--- src/rtl/cr_pkg.sv ---
package cr_pkg;
  typedef enum logic [1:0] {
    SPD_NORMAL = 2'b00,
    SPD_DOUBLE = 2'b01,
    SPD_QUAD   = 2'b10,
    SPD_NONE   = 2'b11
  } speed_e;

  localparam int unsigned NUM_RATIOS = 7;
  localparam logic [2:0]  CODE_NONE  = 3'd7;

  function automatic int unsigned ratio_nominal(int unsigned idx);
    case (idx)
      0:       return 128;
      1:       return 192;
      2:       return 256;
      3:       return 384;
      4:       return 512;
      5:       return 768;
      default: return 1152;
    endcase
  endfunction

  function automatic speed_e ratio_speed(logic [2:0] code);
    case (code)
      3'd0, 3'd1:       return SPD_QUAD;
      3'd2, 3'd3:       return SPD_DOUBLE;
      3'd4, 3'd5, 3'd6: return SPD_NORMAL;
      default:          return SPD_NONE;
    endcase
  endfunction
endpackage

--- src/rtl/cr_sync.sv ---
module cr_sync #(
  parameter int STAGES = 2
) (
  input  logic clk_i,
  input  logic rst_ni,
  input  logic async_i,
  output logic rise_o
);
  logic [STAGES-1:0] sync_q;
  logic              prev_q;

  always_ff @(posedge clk_i or negedge rst_ni) begin
    if (!rst_ni) begin
      sync_q <= '0;
      prev_q <= 1'b0;
    end else begin
      sync_q <= {sync_q[STAGES-2:0], async_i};
      prev_q <= sync_q[STAGES-1];
    end
  end

  assign rise_o = sync_q[STAGES-1] & ~prev_q;
endmodule

--- src/rtl/cr_period_count.sv ---
module cr_period_count #(
  parameter int CNT_W = 12
) (
  input  logic             clk_i,
  input  logic             rst_ni,
  input  logic             rise_i,
  output logic             done_o,
  output logic [CNT_W-1:0] meas_o,
  output logic             timeout_o
);
  localparam logic [CNT_W-1:0] CNT_MAX = {CNT_W{1'b1}};

  logic [CNT_W-1:0] cnt_q;
  logic             armed_q;

  always_ff @(posedge clk_i or negedge rst_ni) begin
    if (!rst_ni) begin
      cnt_q     <= '0;
      armed_q   <= 1'b0;
      done_o    <= 1'b0;
      meas_o    <= '0;
      timeout_o <= 1'b0;
    end else begin
      done_o    <= 1'b0;
      timeout_o <= 1'b0;
      if (rise_i) begin
        cnt_q   <= '0;
        armed_q <= 1'b1;
        // first edge after reset/timeout only arms
        if (armed_q) begin
          done_o <= 1'b1;
          meas_o <= cnt_q + 1'b1;
        end
      end else if (cnt_q != CNT_MAX) begin
        cnt_q <= cnt_q + 1'b1;
        if (cnt_q == CNT_MAX - 1'b1) begin
          timeout_o <= 1'b1;
          armed_q   <= 1'b0;
        end
      end
    end
  end
endmodule

--- src/rtl/cr_classify.sv ---
module cr_classify #(
  parameter int CNT_W = 12,
  parameter int TOL   = 2
) (
  input  logic [CNT_W-1:0] meas_i,
  output logic [2:0]       code_o
);
  import cr_pkg::*;

  logic [NUM_RATIOS-1:0] hit;

  for (genvar i = 0; i < NUM_RATIOS; i++) begin : g_hit
    localparam int unsigned NOM = ratio_nominal(i);
    assign hit[i] = (meas_i >= CNT_W'(NOM - TOL)) && (meas_i <= CNT_W'(NOM + TOL));
  end

  always_comb begin
    code_o = CODE_NONE;
    for (int i = NUM_RATIOS - 1; i >= 0; i--) begin
      if (hit[i]) code_o = 3'(i);
    end
  end
endmodule

--- src/rtl/cr_lock.sv ---
module cr_lock #(
  parameter int LOCK_RUN = 4,
  parameter int DROP_RUN = 2
) (
  input  logic       clk_i,
  input  logic       rst_ni,
  input  logic       done_i,
  input  logic [2:0] code_i,
  input  logic       timeout_i,
  output logic       locked_o,
  output logic [2:0] code_o,
  output logic       err_o
);
  import cr_pkg::*;

  localparam int RUN_W  = $clog2(LOCK_RUN + 1);
  localparam int MISS_W = $clog2(DROP_RUN + 1);

  logic [RUN_W-1:0]  run_q;
  logic [MISS_W-1:0] miss_q;

  always_ff @(posedge clk_i or negedge rst_ni) begin
    if (!rst_ni) begin
      locked_o <= 1'b0;
      code_o   <= CODE_NONE;
      err_o    <= 1'b0;
      run_q    <= '0;
      miss_q   <= '0;
    end else if (timeout_i) begin
      locked_o <= 1'b0;
      code_o   <= CODE_NONE;
      err_o    <= 1'b1;
      run_q    <= '0;
      miss_q   <= '0;
    end else if (done_i) begin
      err_o <= (code_i == CODE_NONE);
      if (locked_o) begin
        if (code_i == code_o) begin
          miss_q <= '0;
        end else if (miss_q == MISS_W'(DROP_RUN - 1)) begin
          locked_o <= 1'b0;
          miss_q   <= '0;
          code_o   <= code_i;
          run_q    <= (code_i != CODE_NONE) ? RUN_W'(1) : '0;
        end else begin
          miss_q <= miss_q + 1'b1;
        end
      end else if (code_i == CODE_NONE) begin
        code_o <= CODE_NONE;
        run_q  <= '0;
      end else if (code_i == code_o) begin
        if (run_q == RUN_W'(LOCK_RUN - 1)) begin
          locked_o <= 1'b1;
          run_q    <= '0;
        end else begin
          run_q <= run_q + 1'b1;
        end
      end else begin
        code_o <= code_i;
        run_q  <= RUN_W'(1);
      end
    end
  end
endmodule

--- src/rtl/clk_ratio_detect.sv ---
module clk_ratio_detect #(
  parameter int CNT_W    = 12,
  parameter int TOL      = 2,
  parameter int SYNC_STG = 2,
  parameter int LOCK_RUN = 4,
  parameter int DROP_RUN = 2
) (
  input  logic       clk_i,
  input  logic       rst_ni,
  input  logic       frame_i,
  output logic [2:0] ratio_o,
  output logic [1:0] speed_o,
  output logic       locked_o,
  output logic       err_o
);
  import cr_pkg::*;

  logic             rise;
  logic             done;
  logic             timeout;
  logic [CNT_W-1:0] meas;
  logic [2:0]       meas_code;
  logic [2:0]       lock_code;
  logic             locked;

  cr_sync #(.STAGES(SYNC_STG)) u_sync (
    .clk_i(clk_i), .rst_ni(rst_ni), .async_i(frame_i), .rise_o(rise)
  );

  cr_period_count #(.CNT_W(CNT_W)) u_count (
    .clk_i(clk_i), .rst_ni(rst_ni), .rise_i(rise),
    .done_o(done), .meas_o(meas), .timeout_o(timeout)
  );

  cr_classify #(.CNT_W(CNT_W), .TOL(TOL)) u_class (
    .meas_i(meas), .code_o(meas_code)
  );

  cr_lock #(.LOCK_RUN(LOCK_RUN), .DROP_RUN(DROP_RUN)) u_lock (
    .clk_i(clk_i), .rst_ni(rst_ni), .done_i(done), .code_i(meas_code),
    .timeout_i(timeout), .locked_o(locked), .code_o(lock_code), .err_o(err_o)
  );

  assign locked_o = locked;
  assign ratio_o  = locked ? lock_code : CODE_NONE;
  assign speed_o  = locked ? ratio_speed(lock_code) : SPD_NONE;
endmodule

--- config.mk ---
export PLATFORM = sky130hd
export DESIGN_NAME = clk_ratio_detect
export DESIGN_NICKNAME = d
export VERILOG_FILES = /design/src/rtl/cr_pkg.sv /design/src/rtl/cr_sync.sv /design/src/rtl/cr_period_count.sv /design/src/rtl/cr_classify.sv /design/src/rtl/cr_lock.sv /design/src/rtl/clk_ratio_detect.sv
export SDC_FILE = /design/constraint.sdc
export NUM_CORES = 1
export LEC_CHECK = 0
export BUFFER_PORTS_ARGS = -buffer_cell sky130_fd_sc_hd__buf_4
export CAP_MARGIN = 20
export CORE_MARGIN = 2
export CORE_UTILIZATION = 60
export CTS_BUF_LIST = sky130_fd_sc_hd__clkbuf_2
export DETAILED_ROUTE_END_ITERATION = 8
export GPL_TIMING_DRIVEN = 0
export PLACE_DENSITY = 0.78
export SETUP_SLACK_MARGIN = 0.02
export SKIP_CTS_REPAIR_TIMING = 1
export SYNTH_ARGS = -nofsm -noshare
export SYNTH_HDL_FRONTEND = slang
export SYNTH_SLANG_ARGS = --single-unit
--- constraint.sdc ---
create_clock -name clk_i -period 3.9 [get_ports clk_i]
set_input_delay 0.585 -clock clk_i [delete_from_list [all_inputs] [get_ports clk_i]]
set_output_delay 0.585 -clock clk_i [all_outputs]
set_load 0.1 [all_outputs]
=== Word level (Yosys, flattened, before mapping) ===
Index checks and enable logic that the tools add are counted.

* Flip-flop bits (word level): 40
* Bits of input ports: 3
* Output and inout bits: 7
* Word-level logic and storage cells: 118

* Add/subtract/negate cells: 3
* $lt $le $gt $ge: 14
* Equality and inequality tests: 16
* Multiplexer cells: 51
* Bitwise operators: 2
* Reductions and logical operators: 20

{| class="wikitable"
|+ Operator list
! kind !! count
|-
| two-way mux 3 bit || 20
|-
| greater-or-equal comparator 12 x 8 -> 1 bit (second input constant) || 2
|-
| greater-or-equal comparator 12 x 9 -> 1 bit (second input constant) || 2
|-
| less-or-equal comparator 12 x 10 -> 1 bit (second input constant) || 2
|-
| less-or-equal comparator 12 x 8 -> 1 bit (second input constant) || 2
|-
| less-or-equal comparator 12 x 9 -> 1 bit (second input constant) || 2
|-
| two-way mux 12 bit || 2
|-
| two-way mux 1 bit || 20
|-
| two-way mux 2 bit || 8
|-
| adder 12 x 1 -> 12 bit (second input constant) || 1
|-
| == test 12 bit (second input constant) || 1
|-
| == test 3 bit (second input constant) || 4
|-
| greater-or-equal comparator 12 x 10 -> 1 bit (second input constant) || 1
|-
| greater-or-equal comparator 12 x 11 -> 1 bit (second input constant) || 1
|-
| greater-or-equal comparator 12 x 7 -> 1 bit (second input constant) || 1
|-
| less-or-equal comparator 12 x 11 -> 1 bit (second input constant) || 1
|-
| inequality test 12 bit (second input constant) || 1
|-
| == test 3 x 2 -> 1 bit (second input constant) || 3
|-
| inequality test 3 bit (second input constant) || 3
|-
| nonzero test 2 bit || 4
|-
| logical AND 1 bit || 7
|-
| one-hot mux 2 bit (3 select lines) || 1
|-
| AND reduction 2 bit || 3
|-
| AND reduction 4 bit || 1
|-
| other kinds (12) || 13
|}

=== Logic depth before layout (Yosys ltp) ===
* Depth after elaboration: 16
* Depth in mapped cells: 9
* Depth with buffers taken out: 8

=== By module ===
A second synthesis with hierarchy kept.

* Cells, all modules: 210
* Area total of the unflattened synthesis: 2078.2 µm²

{| class="wikitable"
|+ By module, submodules not included
! module !! instances !! cells an instance !! area an instance (µm²) !! seq. area each (µm²)
|-
| cr_period_count || 1 || 111 || 1166.1 || 675.6
|-
| cr_lock || 1 || 59 || 574.3 || 254.0
|-
| cr_classify || 1 || 28 || 205.2 || 0.0
|-
| cr_sync || 1 || 4 || 88.8 || 75.1
|-
| clk_ratio_detect || 1 || 8 || 43.8 || 0.0
|}

=== Least setup slack after synthesis ===
No wires, ideal clock.

* Path kind: flip-flop to flip-flop
* Start: register u_count.meas_o[5]
* End: register u_lock.run_q[2]
* Library setup time: 87 ps
* Arrival time: 2637 ps
* Required time: 3813 ps
* Setup slack: 1176 ps
* Cell stages (with the launch flop): 9
* Buffers on the path: 0
* Path through: dfrtp_1 -> or4_1 -> nor4b_2 -> nor3_1 -> o21ai_1 -> o22ai_1 -> or3_4 -> or4_1 -> a211oi_2

* Cells in the longest elaborated chain, start to end: 15
* Elaborated cells on any way between the ends: 37
* Classes of those cells: order compare: 14; eq/ne: 3; mux: 12; reduce/logical: 8

{| class="wikitable"
|+ Ends and longest elaborated chain
! item !! RTL line !! source
|-
| start: declaration || cr_period_count.sv:8 || <nowiki>output logic [CNT_W-1:0] meas_o,</nowiki>
|-
| start signal: assignment || cr_period_count.sv:32 || <nowiki>meas_o <= cnt_q + 1'b1;</nowiki>
|-
| greater-or-equal comparator 12 x 11 -> 1 bit / less-or-equal comparator 12 x 11 -> 1 bit (equally long branches) || cr_classify.sv:14 || <nowiki>assign hit[i] = (meas_i >= CNT_W'(NOM - TOL)) && (meas_i <= CNT_W'(NOM + TOL));</nowiki>
|-
| logical AND 1 bit || cr_classify.sv:14 ||
|-
| two-way mux 1 bit || cr_classify.sv:20 || <nowiki>if (hit[i]) code_o = 3'(i);</nowiki>
|-
| two-way mux 2 bit (2 in a row) || cr_classify.sv:20 ||
|-
| two-way mux 3 bit (3 in a row) || cr_classify.sv:20 ||
|-
| two-way mux 3 bit (*) || cr_classify.sv:20 ||
|-
| == test 3 bit || cr_lock.sv:38, cr_lock.sv:51 ||
|-
| two-way mux 3 bit || cr_lock.sv:51 || <nowiki>end else if (code_i == code_o) begin</nowiki>
|-
| two-way mux 3 bit || cr_lock.sv:48 || <nowiki>end else if (code_i == CODE_NONE) begin</nowiki>
|-
| two-way mux 3 bit || cr_lock.sv:37 || <nowiki>if (locked_o) begin</nowiki>
|-
| two-way mux 3 bit || cr_lock.sv:35 || <nowiki>end else if (done_i) begin</nowiki>
|-
| two-way mux 3 bit || cr_lock.sv:29 || <nowiki>end else if (timeout_i) begin</nowiki>
|-
| end signal: assignment || cr_lock.sv:44 || <nowiki>run_q <= (code_i != CODE_NONE) ? RUN_W'(1) : '0;</nowiki>
|-
| end signal: assignment || cr_lock.sv:56 || <nowiki>run_q <= run_q + 1'b1;</nowiki>
|-
| end: declaration || cr_lock.sv:19 || <nowiki>logic [RUN_W-1:0] run_q;</nowiki>
|}

Every way passes the cells marked *; elsewhere a longest branch is shown, timed or not. The select of a mux whose other input is x is not followed.
A chain may end at the register's enable or synchronous reset.

=== Final worst setup path ===
Same ends and word-level chain as after synthesis.

==> impl_metrics.tcl <==
set metrics [dict create \
    status "finished clean" \
    relSlewSlack_pct 59.9 \
    slew_viol_final 0 \
    antenna_found_initial 0 \
    root_buffer "clkbuf_2" \
    yosysUniqueCellTypes 51 \
    htreeDepth 2 \
    crit_fanout 5 \
    rsz0062_at_grt "false" \
    clkTransAtPathRegs_ns 0.19 \
    final-setup-viol-count 0 \
    io_buffer_count 9 \
    vias_per_cell 5.80 \
    dpl_cell_area_um2 2260 \
    grt_use_met1_pct 32.0 \
    synthesis.area_um2 2140 \
    final_common_cell "dfrtp_1" \
    place.gp.congestion 0.789 \
    postRouteAntennaNets 0 \
    fin_crit_ns 3.18 \
    die_x_um 63.7 \
    crit_path_end_kind "flip-flop" \
    grt_max_degree 41 \
    synth-edff-count 0 \
    grt_pass1_wl_mm 7.02 \
    fin_skew_ns 0.0205 \
    worstSetupStartpointType "flip-flop" \
    drive_gt1_share_pct 11.0 \
    fmax_ghz 0.314 \
    dr_total_vias 1693 \
    met3_usage_pct 5.36 \
    layout_common_cells "dfrtp_1 (37), nand2_1 (29), nor2_1 (19), a21oi_1 (15), o21ai_0 (14)" \
    criticalPathCategory "reg -> reg" \
    peakVddDrop_uv 332 \
    p_leak_nw 0.978 \
    nets 252 \
    place_hpwl_mm 2.93 \
    syn_to_final_growth_pct 7.50 \
    seqCellArea_um2 1000 \
    grt_usage_pct 22.6 \
    dr.pass1.iters 4 \
    clock_path_buffers 2 \
    cellPowerDensity_nw_per_um2 346 \
    min_period_over_period_pct 81.6 \
    synth.avg_cell_area_um2 9.29 \
    core_area_um2 3390 \
    yosysSeqAreaShare_pct 47.0 \
    multi_input_area_um2 1060 \
    worstMarginPinSlew_ns 0.592 \
    hold_viol_final 0 \
    post_drt_wl_per_cell_um 13.8 \
    fin_tns_setup_ns 0 \
    met2_usage_pct 33.3 \
    grt-busiest-layer "met2" \
    hold_class "in -> async" \
    die_h_um 63.7 \
    core.rowCount 21 \
    cap_violations 0 \
    yosysWarnings 0 \
    cp_data_required_time_ns 4.21 \
    postSynth.asyncResetShare_pct 100 \
    cts_buffers 5 \
    drt_iter0_drc 106 \
    io_pins 10 \
    clock_latency_ns 0.40 \
    wl_mm 4.02 \
    initial_core_util_pct 63.0 \
    synth_flop_cell "dfrtp_1" \
    drc 0 \
    syn_inst 230 \
    ys_ff_latch 40 \
    syn_nets 236 \
    grt_pass1_vias 1544 \
    grt_overflow 0 \
    fp.dieArea_um2 4050 \
    antennaDiodeCount 0 \
    cts_tree "built" \
    cp.arrival_ns 3.50 \
    final_area_um2 2300 \
    cts_sinks 40 \
    fillers 280 \
]
## state kept, by name, indices dropped and copies added, names as in the netlist
register and flops:
u_sync.sync_q 2, u_count.cnt_q 12, u_lock.miss_q 2, u_lock.run_q 3, u_lock.locked_o 1, u_count.done_o 1, u_count.timeout_o 1, u_sync.prev_q 1
u_lock.err_o 1, u_count.meas_o 12, u_count.armed_q 1, u_lock.code_o 3
## layout make-up
cell class	count	area share, %
sequential	40	43.8
timing repair buffer	9	2.94
multi-input combinational	173	46.4
inverter	7	1.14
clock buffer	6	1.31
tap	46	2.51
buffer	10	1.74
clock inverter	1	0.218
## where the power goes
| part | total [W] | internal, W | leakage, nW | switching, W |
|---|---|---|---|---|
| registers | 0.000495 | 0.000452 | 0.523 | 0.0000433 |
| logic | 0.000133 | 0.0000516 | 0.426 | 0.0000813 |
| clock network | 0.000167 | 0.0000427 | 0.0288 | 0.000125 |
## Yosys cell counts (all sizes together) (4+ instances only)
| library cell | n | area [um^2] |
|---|---|---|
| clkbuf | 8 | 30.0 |
| or3 | 5 | 36.3 |
| inv | 7 | 26.3 |
| nand2 | 29 | 109 |
| dfrtp | 37 | 926 |
| xor2 | 7 | 61.3 |
| mux2i | 4 | 40.0 |
| nand3 | 7 | 35.0 |
| a21oi | 15 | 75.1 |
| nand2b | 8 | 50.1 |
| o21ai | 16 | 80.1 |
| nor2b | 5 | 31.3 |
| nor4 | 7 | 43.8 |
| xnor2 | 5 | 43.8 |
| nor2 | 19 | 71.3 |
## critical path: stages (launching register included)
cell and delay, ns:
dfrtp_1 0.44, nor4_1 0.48, nand3_1 0.19, a2111oi_2 0.45
o21ai_1 0.16, and3b_1 0.23, or3_4 0.41, or4_1 0.49
a211oi_2 0.25
## final timing paths
path / from / end / slack (ns) / depth (start not counted)
min in group clk_i: frame_i / u_sync.sync_q[0]$_DFF_PN0_ / 0.29 / 1
min reg2reg: u_sync.sync_q[0]$_DFF_PN0_ / u_sync.sync_q[1]$_DFF_PN0_ / 0.38 / 0
max reg2reg: u_count.meas_o[5]$_DFFE_PN0P_ / u_lock.run_q[2]$_DFFE_PN0P_ / 0.72 / 8
max: u_count.meas_o[5]$_DFFE_PN0P_ / u_lock.run_q[2]$_DFFE_PN0P_ / 0.72 / 8
min: rst_ni / u_count.cnt_q[4]$_DFFE_PN0P_ / 0.11 / 1
max in group asynchronous: rst_ni / u_lock.code_o[0]$_DFFE_PN1P_ / 3.42 / 1
## logic make-up after synthesis
group	share of synthesized area [%]
simple gates	26.7
buf+inv	3.11
compound gates	14.6
fa+ha+maj	1.76
mux	1.87
flops	47.0
xor+xnor	4.92
## per-layer routing
layer	vias to the layer above	wire (um)
li1	847	-
met1	810	2020
met2	29	1800
met3	7	126
met5	-	0
met4	0	74
## metrics by stage
step,instances,setup slack [ns],utilization [%],hold slack (ns),total power [W]
3_3_place_gp,285,0.855,66.7,0.350,0.000633
6_report,292,0.716,67.7,0.110,0.000795
2_1_floorplan,230,1.18,-,0.289,0.000592
5_1_grt,292,0.536,67.7,0.122,0.000848
4_1_cts,292,0.776,67.7,0.103,0.000807
3_5_place_dp,285,0.829,66.7,0.339,0.000637
Power figures use the tool's default switching activity.
